[config.mk]
export PLATFORM = sky130hd
export DESIGN_NAME = ntr_phase_encoder
export DESIGN_NICKNAME = d
export VERILOG_FILES = /design/src/rtl/ntr_pkg.sv /design/src/rtl/ntr_edge_sync.sv /design/src/rtl/ntr_ltr_div.sv /design/src/rtl/ntr_phase_acc.sv /design/src/rtl/ntr_phase_encoder.sv
export SDC_FILE = /design/constraint.sdc
export NUM_CORES = 1
export LEC_CHECK = 0
export ABC_AREA = 1
export BUFFER_PORTS_ARGS = -buffer_cell sky130_fd_sc_hd__buf_2
export CORE_MARGIN = 2
export CORE_UTILIZATION = 48
export DETAILED_ROUTE_END_ITERATION = 16
export HOLD_SLACK_MARGIN = 0.03
export PLACE_DENSITY = 0.65
export RECOVER_POWER = 25
export SYNTH_ARGS = -nofsm -noshare
export SYNTH_HDL_FRONTEND = slang
export SYNTH_SLANG_ARGS = --single-unit
[constraint.sdc]
create_clock -name clk -period 8.6 [get_ports clk]
set_input_delay 1.72 -clock clk [delete_from_list [all_inputs] [get_ports clk]]
set_output_delay 1.72 -clock clk [all_outputs]
set_load 0.01 [all_outputs]
[src/rtl/ntr_pkg.sv]
package ntr_pkg;
    typedef enum logic [1:0] {
        ST_EMPTY = 2'd0,
        ST_ONE   = 2'd1,
        ST_LOCK  = 2'd2
    } prime_e;
endpackage

[src/rtl/ntr_edge_sync.sv]
module ntr_edge_sync (
    input  logic clk,
    input  logic rst_n,
    input  logic async_in,
    output logic rise
);
    logic [2:0] sync_q;

    always_ff @(posedge clk) begin
        if (!rst_n) sync_q <= '0;
        else        sync_q <= {sync_q[1:0], async_in};
    end

    assign rise = sync_q[1] & ~sync_q[2];
endmodule

[src/rtl/ntr_ltr_div.sv]
module ntr_ltr_div #(
    parameter int CNT_W = 14
) (
    input  logic             clk,
    input  logic             rst_n,
    input  logic [CNT_W-1:0] c0,
    output logic [CNT_W-1:0] cnt,
    output logic             mark
);
    assign mark = (cnt >= c0 - 1'b1);

    always_ff @(posedge clk) begin
        if (!rst_n)    cnt <= '0;
        else if (mark) cnt <= '0;
        else           cnt <= cnt + 1'b1;
    end

    // counter stays inside the modulus while it is held steady
    a_r1_cnt_in_range: assert property (@(posedge clk) disable iff (!rst_n)
        ($past(c0) == c0 && c0 != '0 && $past(cnt) < c0) |-> cnt < c0);
endmodule

[src/rtl/ntr_phase_acc.sv]
module ntr_phase_acc
    import ntr_pkg::*;
#(
    parameter int CNT_W  = 14,
    parameter int WORD_W = CNT_W + 1
) (
    input  logic                     clk,
    input  logic                     rst_n,
    input  logic [CNT_W-1:0]         c0,
    input  logic [CNT_W-1:0]         cnt,
    input  logic                     rise,
    input  logic                     tick,
    output logic                     emit,
    output logic signed [WORD_W-1:0] word
);
    prime_e           state_q, state_d;
    logic [CNT_W-1:0] ph_cur, ph_prev, acc;
    logic [CNT_W-1:0] diff_u, sum_u;
    logic             pair_q;

    function automatic logic [CNT_W-1:0] mod_add(input logic [CNT_W-1:0] a,
                                                  input logic [CNT_W-1:0] b,
                                                  input logic [CNT_W-1:0] m);
        logic [CNT_W:0] s;
        s = {1'b0, a} + {1'b0, b};
        if (s >= {1'b0, m}) s = s - {1'b0, m};
        return s[CNT_W-1:0];
    endfunction

    function automatic logic [CNT_W-1:0] mod_sub(input logic [CNT_W-1:0] a,
                                                  input logic [CNT_W-1:0] b,
                                                  input logic [CNT_W-1:0] m);
        if (a >= b) return a - b;
        return a + (m - b);
    endfunction

    function automatic logic signed [WORD_W-1:0] to_signed(input logic [CNT_W-1:0] u,
                                                            input logic [CNT_W-1:0] m);
        logic [CNT_W-1:0] half;
        half = m >> 1;
        if (u >= m - half) return $signed({1'b0, u}) - $signed({1'b0, m});
        return $signed({1'b0, u});
    endfunction

    // next-state logic
    always_comb begin
        state_d = state_q;
        unique case (state_q)
            ST_EMPTY: if (rise) state_d = ST_ONE;
            ST_ONE:   if (rise) state_d = ST_LOCK;
            ST_LOCK:  state_d = ST_LOCK;
            default:  state_d = ST_EMPTY;
        endcase
    end

    // state register
    always_ff @(posedge clk) begin
        if (!rst_n) state_q <= ST_EMPTY;
        else        state_q <= state_d;
    end

    // capture history and window accumulator
    always_ff @(posedge clk) begin
        if (!rst_n) begin
            ph_cur  <= '0;
            ph_prev <= '0;
            pair_q  <= 1'b0;
            acc     <= '0;
        end else begin
            if (rise) begin
                ph_prev <= ph_cur;
                ph_cur  <= cnt;
            end
            pair_q <= rise && (state_q != ST_EMPTY);
            acc    <= tick ? '0 : sum_u;
        end
    end

    // outputs
    always_comb begin
        diff_u = pair_q ? mod_sub(ph_cur, ph_prev, c0) : '0;
        sum_u  = mod_add(acc, diff_u, c0);
        word   = to_signed(sum_u, c0);
        emit   = tick && (state_q == ST_LOCK);
    end

    // every issued word lies in the signed range set by the modulus
    a_r4_word_range: assert property (@(posedge clk) disable iff (!rst_n)
        emit |-> (word >= -$signed({1'b0, c0 >> 1}))
              && (word <  $signed({1'b0, c0}) - $signed({1'b0, c0 >> 1})));
endmodule

[src/rtl/ntr_phase_encoder.sv]
module ntr_phase_encoder #(
    parameter int CNT_W  = 14,
    parameter int PER_W  = 20,
    localparam int WORD_W = CNT_W + 1
) (
    input  logic                     clk,
    input  logic                     rst_n,
    input  logic                     ntr_ref_in,
    input  logic [CNT_W-1:0]         c0_mod,
    input  logic [PER_W-1:0]         upd_len,
    output logic                     ltr_mark,
    output logic signed [WORD_W-1:0] ofs_word,
    output logic                     ofs_valid,
    input  logic                     ofs_ready,
    output logic                     ofs_overrun
);
    logic                     rise, tick, emit;
    logic [CNT_W-1:0]         ltr_cnt;
    logic [PER_W-1:0]         pcnt;
    logic signed [WORD_W-1:0] word;

    ntr_edge_sync u_sync (
        .clk(clk), .rst_n(rst_n), .async_in(ntr_ref_in), .rise(rise)
    );

    ntr_ltr_div #(.CNT_W(CNT_W)) u_div (
        .clk(clk), .rst_n(rst_n), .c0(c0_mod), .cnt(ltr_cnt), .mark(ltr_mark)
    );

    ntr_phase_acc #(.CNT_W(CNT_W), .WORD_W(WORD_W)) u_acc (
        .clk(clk), .rst_n(rst_n), .c0(c0_mod), .cnt(ltr_cnt),
        .rise(rise), .tick(tick), .emit(emit), .word(word)
    );

    // update window timer
    assign tick = (pcnt >= upd_len - 1'b1);

    always_ff @(posedge clk) begin
        if (!rst_n)    pcnt <= '0;
        else if (tick) pcnt <= '0;
        else           pcnt <= pcnt + 1'b1;
    end

    // output holding register with overwrite
    always_ff @(posedge clk) begin
        if (!rst_n) begin
            ofs_word    <= '0;
            ofs_valid   <= 1'b0;
            ofs_overrun <= 1'b0;
        end else if (emit) begin
            ofs_word  <= word;
            ofs_valid <= 1'b1;
            if (ofs_valid && !ofs_ready) ofs_overrun <= 1'b1;
        end else if (ofs_valid && ofs_ready) begin
            ofs_valid <= 1'b0;
        end
    end

    // checker state: captured edges since reset, saturating at two
    logic [1:0] seen_q;
    always_ff @(posedge clk) begin
        if (!rst_n)                    seen_q <= '0;
        else if (rise && seen_q != 2'd2) seen_q <= seen_q + 1'b1;
    end

    // no word before two captures
    a_r2_primed: assert property (@(posedge clk) disable iff (!rst_n)
        ofs_valid |-> seen_q == 2'd2);
    // untaken word is held
    a_r6_hold_valid: assert property (@(posedge clk) disable iff (!rst_n)
        (ofs_valid && !ofs_ready) |=> ofs_valid);
    a_r6_hold_word: assert property (@(posedge clk) disable iff (!rst_n)
        (ofs_valid && !ofs_ready && !tick) |=> $stable(ofs_word));
    // overwrite raises the flag and the flag is sticky
    a_r7_overrun_set: assert property (@(posedge clk) disable iff (!rst_n)
        (ofs_valid && !ofs_ready && emit) |=> ofs_overrun);
    a_r7_overrun_sticky: assert property (@(posedge clk) disable iff (!rst_n)
        ofs_overrun |=> ofs_overrun);
endmodule

==> results.md, run 1 <==
- Status: completed
- First-pass GRT wire length: 42,900 microns
- Post-synth top area share: 20.0%
- Syn-to-layout area delta: 15.6%
- Top FF cell, synth: dfxtp_1
- TritonCTS clock tree: built
- Worst r2r src: u_acc.ph_cur[0]$_SDFFE_PN0P_
- Async set-reset flop share out of synthesis: 0%
- Critical Path AT: 8.49 ns
- Seq/Total Area, Yosys: 20.0%
- Largest net degree at the start of global routing: 48
- # Max-Cap Violations: 0
- Post-Syn Area per Cell: 7.01 sq um
- Nets: 1,743
- Worst Setup EP: ofs_word[13]$_SDFFE_PN0P_
- Clk sink count: 99
- Synth warn: 0
- Htree depth: 3
- Clock Root Buffer: clkbuf_16
- Tot GR Track Use: 24.5%
- Vias in the first global route: 8,895
- Yosys reg bits: 99
- Slew @ Worst Pin: 0.674 ns
- First-pass DRT Iterations: 6
- Worst Setup End Kind: flop
- Synthesized Nets: 1,620
- Initial Util: 48.9%
- Top area cells in the synthesized netlist: dfxtp_1 (20%), ha_1 (19%), nand2_1 (8.7%)
- Final period utilization: 95.3%
- # fillers: 2,014
- Hold crit path type: reg -> reg
- Max frequency: 122 MHz
- CP Data Required Time: 8.89 ns
- Latest clock arrival within the worst-skew pair: 0.36 ns
- Minimum clock period after layout: 8.20 ns
- Post-route setup TNS: 0 ns
- CP top delay family: compound AO/OA/AOI/OAI gates
- DRT met1 WL: 12,600 microns
- Core Rows: 52
- Synth area leader: dfxtp_1
- Routed len/inst: 14.6 microns
- Pwr Density: 195 nW/um^2
- Clock Skew: 0.00932 ns
- Most common cell on crit path: nand2_1
- Total routed wirelength: 26,600 microns
- Clock Pin Slew Worst Setup and Hold Paths: 0.07 ns
- Final slew viol count: 0
- Synthesized area: 9930 sq um
- Number of cells on the worst reg-to-reg path: 45
- Post-route insts no fill: 1,814
- Die H: 148 microns
- Port Buffers: 55
- Longest Clk Path Bufs: 2
- DR top layer: met4
- Width of the die: 148 microns
- Initial antenna violation count: 0
- RePlAce Congestion: 0.952
- Core area: 20,300 sq um
- Max_slew headroom: 54.8%
- Vias: 9,396
- CTS buffer count: 9
- Hold Worst Slack: 0.441 ns
- EDFF count, synth: 0
- Crit-path max FO: 6
- Endpoints failing setup: 0
- Reg-to-Reg End: ofs_word[13]$_SDFFE_PN0P_
- Unique cell type count in the Yosys netlist: 49
- Reg2Reg Setup Slack: 1.45 ns
- WL met3: 1140 microns
- Die area: 21,900 sq um
- Vias per Instance: 5.18
- Inst Count DP: 1,795
- GRT overflow: 0
- Leak: 0.00584 uW
- Crit path launch: c0_mod[3]
- WP depth: 44
- Max IR drop VDD: 159 uV
- Io pins: 56
- N_diodes: 0
- Worst path bufs/invs: 9
- Layout cells sized above 1: 13.4%
- Met2 routed WL: 12,200 microns
- Final HPWL DP: 21,700 microns
- Critical path's largest stage delay: 0.53 ns
- Final Hold Fails: 0
- DRT antenna net count: 0
- Crit path max-delay cell type: fa_1
- Syn Inst Count: 1,416
- Crit path launch type: primary input
- Drt initial violations: 490
- CP Class: in -> reg
- DRC viols: 0
placed cells by master (no fill, tap or decap), types with 5 or more instances in the layout:
master,Yosys,final
nand2_1,231,231
inv_1,221,219
ha_1,148,144
a21oi_1,133,129
nor2_1,130,128
dfxtp_1,99,99
buf_4,2,80
nand3_1,74,74
o21ai_0,81,73
xor2_1,68,66
buf_2,3,55
xnor2_1,31,31
nand4_1,26,26
nor3_1,22,22
fa_1,18,18
nand2_2,12,12
o21bai_1,9,9
a21o_1,9,9
a211oi_1,9,9
nor3b_1,9,9
clkbuf_16,0,9
o21ai_1,0,7
or2_2,7,7
a31oi_1,7,6
a21oi_2,1,5
sequential cells by signal, indices dropped and copies added, names as in the netlist:
| name | count |
|---|---|
| ofs_valid | 1 |
| u_div.cnt | 14 |
| u_sync.sync_q | 3 |
| u_acc.acc | 14 |
| u_acc.pair_q | 1 |
| u_acc.ph_cur | 14 |
| pcnt | 20 |
| u_acc.state_q | 2 |
| ofs_word | 15 |
| ofs_overrun | 1 |
| u_acc.ph_prev | 14 |
layout make-up:
type,count,area (sq um),share of cell area [%]
timing repair buffer,136,896,7.80
sequential,99,1980,17.3
clock inverter,5,82.6,0.719
tap,270,338,2.94
clock buffer,11,253,2.20
inverter,224,841,7.32
multi-input combinational,1069,7090,61.8
cell usage after synthesis, types with 4 or more instances:
master and count:
a211oi_1 9, a21o_1 9, a21oi_1 133, a221oi_1 4, a31oi_1 7, clkbuf_1 17, dfxtp_1 99, fa_1 18
ha_1 148, inv_1 221, nand2_1 231, nand2_2 12, nand3_1 74, nand3b_1 4, nand4_1 26, nor2_1 130
nor3_1 22, nor3b_1 9, o21ai_0 81, o21bai_1 9, or2_2 7, xnor2_1 31, xor2_1 68
power breakdown:
group,leakage (uW),internal (uW),switching (uW)
Combinational,0.00487,534,739
Sequential,0.000804,489,19.0
Clock,0.000166,272,190
cells by family after synthesis:
group           Yosys count  share of synthesized area, %
compound gates          271                          15.2
fa+ha+maj               166                          22.3
simple gates            533                          24.2
xor+xnor                 99                          8.73
flops                    99                          20.0
buf+inv                 248                          9.65
how the worst min path moves through the flow:
stage / slack [ns] / end / cells after the start / start
after floorplan: 0.39 / u_sync.sync_q[1]$_SDFF_PN0_ / 2 / u_sync.sync_q[0]$_SDFF_PN0_
after global placement: 0.42 / u_sync.sync_q[1]$_SDFF_PN0_ / 2 / u_sync.sync_q[0]$_SDFF_PN0_
after detailed placement: 0.43 / u_sync.sync_q[1]$_SDFF_PN0_ / 2 / u_sync.sync_q[0]$_SDFF_PN0_
after CTS: 0.44 / u_acc.pair_q$_SDFF_PN0_ / 1 / u_sync.sync_q[2]$_SDFF_PN0_
after global routing: 0.46 / u_sync.sync_q[1]$_SDFF_PN0_ / 2 / u_sync.sync_q[0]$_SDFF_PN0_
final: 0.44 / u_sync.sync_q[1]$_SDFF_PN0_ / 2 / u_sync.sync_q[0]$_SDFF_PN0_
metrics by stage:
stage / area (sq um) / utilization, % / power, uW / worst slack (ns)
after floorplan: 9930 / - / 1320 / 0.527
after global placement: 11000 / 54.3 / 1750 / -0.0599
after detailed placement: 11000 / 54.3 / 1750 / -0.131
after CTS: 11400 / 56.0 / 2220 / 0.195
after global routing: 11500 / 56.6 / 2420 / -0.0315
final: 11500 / 56.6 / 2240 / 0.402
routing by layer:
layer,up-vias,GRT usage (%)
met5,-,0
met4,0,7.76
met3,45,2.78
met2,167,41.2
met1,4268,33.0
li1,4916,-
worst reg2reg max path, delay by kind of cell, from the launching register on:
| kind | cells | cell delay, ns |
|---|---|---|
| xor gates and xnor gates | 1 | 0.21 |
| AOI/OAI and AO/OA | 7 | 1.32 |
| adders and majority gates | 5 | 1.76 |
| DFF | 1 | 0.34 |
| and+or+nand+nor | 24 | 2.33 |
| buffers and inverters | 8 | 1.17 |
timing repair:
item	4_1_cts	5_1_grt
resized for setup	0	27
buffers inserted	0	3
setup endpoints to repair	0	15
hold buffers	0	0
No activity file was read; power rests on OpenSTA's default activity.
==> inputs of run 2 (changes only) <==
Settings changed: CORE_UTILIZATION 48 to 63, PLACE_DENSITY 0.65 to 0.89.
==> run 2 against run 1 <==
  * Sequential share of layout area is 0.38 points higher
  * Largest power group unchanged
  * Design area decreased by 2.1%
  * Highest routed layer unchanged
  * Critical path depth fell by 4
  * Cell count fell by 4.4%
  * Critical endpoint is now ofs_word[4]$_SDFFE_PN0P_
  * Critical path type unchanged
  * Setup slack got worse by 0.12 ns
  * Total power down 2.9%
  * The flow now finishes with violations (DRC)
  * Count of clock-buffer cells in the layout grew 1
  * Flip-flop and latch count unchanged
  * Non-clock buffer count fell by 22
  * Clock skew rose by 0.0014 ns
==> results.md, run 2 (same netlist as run 1, synthesis figures left out) <==
- Status: finished, violations left (was completed)
- Failing checks: DRC
- Core area: 15,300 sq um (was 20,300 sq um)
- Die area: 16,800 sq um (was 21,900 sq um)
- GR Layer Usage met1: 41.9% (was 33.0%)
- Nets: 1,722 (was 1,743)
- Max reg flops: 20 (unchanged)
- Worst r2r src: u_acc.ph_cur[3]$_SDFFE_PN0P_ (was u_acc.ph_cur[0]$_SDFFE_PN0P_)
- Htree depth: 3 (unchanged)
- RePlAce Congestion: 1.04 (was 0.952)
- Initial antenna violation count: 0 (unchanged)
- Width of the die: 130 microns (was 148 microns)
- Final period utilization: 96.7% (was 95.3%)
- # Max-Cap Violations: 0 (unchanged)
- Max IR drop VDD: 191 uV (was 159 uV)
- Multi-input gate area: 7130 sq um (was 7090 sq um)
- Clock Root Buffer: clkbuf_16 (unchanged)
- Worst Setup End Kind: flop (unchanged)
- Largest net degree at the start of global routing: 48 (unchanged)
- Layout cells sized above 1: 12.5% (was 13.4%)
- Clock Skew: 0.0107 ns (was 0.00932 ns)
- Critical Path AT: 8.57 ns (was 8.49 ns)
- Syn-to-layout area delta: 13.2% (was 15.6%)
- Clk sink count: 99 (unchanged)
- Number of cells on the worst reg-to-reg path: 39 (was 45)
- Slew @ Worst Pin: 0.662 ns (was 0.674 ns)
- Met3 GRT Util: 4.67% (was 2.78%)
- Initial Util: 64.9% (was 48.9%)
- Max_slew headroom: 55.6% (was 54.8%)
- DRT antenna net count: 0 (unchanged)
- Leak: 0.00571 uW (was 0.00584 uW)
- N_diodes: 0 (unchanged)
- DRC viols: 1 (was 0)
- Drt initial violations: 687 (was 490)
- Routed len/inst: 15.6 microns (was 14.6 microns)
- Minimum clock period after layout: 8.31 ns (was 8.20 ns)
- Crit path launch type: primary input (unchanged)
- Most used cells in the layout excluding fill and tap cells: nand2_1 (231), inv_1 (219), ha_1 (144), nor2_1 (129), a21oi_1 (127) (was nand2_1 (231), inv_1 (219), ha_1 (144), a21oi_1 (129), nor2_1 (128))
- Register area: 1980 sq um (unchanged)
- Die H: 130 microns (was 148 microns)
- Busiest grt layer: met2 (unchanged)
- Total routed wirelength: 27,100 microns (was 26,600 microns)
- Cts hold-fix bufs: 0 (unchanged)
- Final instance area: 11,200 sq um (was 11,500 sq um)
- Vias: 9,866 (was 9,396)
- Tot GR Track Use: 32.7% (was 24.5%)
- Top flop regs: pcnt: 20 flops, ofs_word: 15 flops (unchanged)
- Most common cell on crit path: inv_1 (was nand2_1)
- Crit path max-delay cell type: fa_1 (unchanged)
- Io pins: 56 (unchanged)
- Hold path startpoint: u_sync.sync_q[2]$_SDFF_PN0_ (was u_sync.sync_q[0]$_SDFF_PN0_)
- Final Hold Fails: 0 (unchanged)
- Vias per Instance: 5.69 (was 5.18)
- Endpoints failing setup: 0 (unchanged)
- Final slew viol count: 0 (unchanged)
- CP Class: in -> reg (unchanged)
- Crit-path max FO: 15 (was 6)
- Hold crit path type: reg -> reg (unchanged)
- First-pass GRT wire length: 43,600 microns (was 42,900 microns)
- Hold Path Depth: 1 (was 2)
- Vias in the first global route: 9,177 (was 8,895)
- Met2 Use GR: 55.6% (was 41.2%)
- Reg2Reg Setup Slack: 1.43 ns (was 1.45 ns)
- Clock Pin Slew Worst Setup and Hold Paths: 0.07 ns (about the same)
- Max frequency: 120 MHz (was 122 MHz)
- Final HPWL DP: 21,300 microns (was 21,700 microns)
- Reg-to-Reg End: ofs_word[4]$_SDFFE_PN0P_ (was ofs_word[13]$_SDFFE_PN0P_)
- # fillers: 1,213 (was 2,014)
- Critical path's largest stage delay: 0.54 ns (was 0.53 ns)
- Latest clock arrival within the worst-skew pair: 0.36 ns (about the same)
- CP Data Required Time: 8.85 ns (was 8.89 ns)
- Largest Register: pcnt (unchanged)
- Hold Worst Slack: 0.441 ns (about the same)
- Longest Clk Path Bufs: 2 (unchanged)
- Area post-placement: 10,700 sq um (was 11,000 sq um)
- Port Buffers: 55 (unchanged)
- TritonCTS clock tree: built (unchanged)
- Most common cell after layout, fill and taps aside: nand2_1 (unchanged)
- Pwr Density: 194 nW/um^2 (was 195 nW/um^2)
- Core Rows: 45 (was 52)
- Hold endpoint: u_acc.pair_q$_SDFF_PN0_ (was u_sync.sync_q[1]$_SDFF_PN0_)
- First-pass DRT Iterations: 14 (was 6)
- CTS buffer count: 9 (unchanged)
- GRT overflow: 0 (unchanged)
## run 2: cell types whose count changed in the layout (fill, tap and decap cells not counted), moves of 2 or more
| cell | delta |
|---|---|
| bufinv_16 | -2 |
| o21ai_1 | +2 |
| a21oi_2 | +2 |
| a21oi_1 | -2 |
| buf_4 | -22 |
| clkinvlp_4 | +3 |
| o21ai_0 | -2 |
## run 2: power breakdown
| group | internal, uW | total [uW] | switching (uW) |
|---|---|---|---|
| sequential | 489 | 507 | 18.1 |
| combinational | 502 | 1260 | 761 |
| clock | 215 | 407 | 193 |
| total | 1210 | 2180 | 972 |
## run 2: worst max-delay path: cells and delay by family
family | cells | cell delay [ns]
fa+ha+maj | 5 | 1.81
buf+inv | 10 | 1.11
xor+xnor | 1 | 0.18
compound gates | 12 | 2.24
simple gates | 12 | 1.53
## run 2: metrics by stage
| step | util (%) | setup TNS, ns | total power, uW | setup slack (ns) | std cells |
|---|---|---|---|---|---|
| after floorplan | - | 0 | 1320 | 0.527 | 1416 |
| after global placement | 70.2 | 0 | 1660 | 0.0305 | 1710 |
| after detailed placement | 70.2 | -0.551 | 1680 | -0.110 | 1710 |
| after CTS | 72.1 | 0 | 2090 | 0.160 | 1726 |
| after global routing | 73.4 | -0.364 | 2330 | -0.0841 | 1734 |
| final | 73.4 | 0 | 2180 | 0.287 | 1734 |
## run 2: how the worst max path moves through the flow
| stage | start | end | cells past startpoint | slack, ns |
|---|---|---|---|---|
| floorplan | c0_mod[3] | ofs_word[12]$_SDFFE_PN0P_ | 45 | 0.53 |
| CTS | c0_mod[3] | ofs_word[13]$_SDFFE_PN0P_ | 48 | 0.16 |
| detailed placement | c0_mod[3] | ofs_word[13]$_SDFFE_PN0P_ | 43 | -0.11 |
| global placement | c0_mod[3] | ofs_word[13]$_SDFFE_PN0P_ | 43 | 0.03 |
| finish | c0_mod[3] | ofs_word[4]$_SDFFE_PN0P_ | 40 | 0.29 |
| global route | c0_mod[3] | ofs_word[12]$_SDFFE_PN0P_ | 48 | -0.08 |
## run 2: repair_timing
action,CTS,global route
buffers inserted,0,7
setup endpoints to repair,0,15
gates resized for setup,0,38
## run 2: area by class of cell
cell class / instances / area share [%]
repair inverters: 1 / 0.0668
clock inverters: 4 / 0.289
multi-input cells: 1069 / 63.4
repair buffers: 114 / 6.42
well taps: 211 / 2.35
clock buffers: 12 / 2.28
flip-flops and latches: 99 / 17.6
inverters: 224 / 7.52
## run 2: per-layer routing
layer / wire length [microns] / up-vias
met1: 11300 / 4555
met2: 12900 / 354
met3: 1980 / 78
met4: 927 / 0
li1: - / 4879
met5: 0 / -
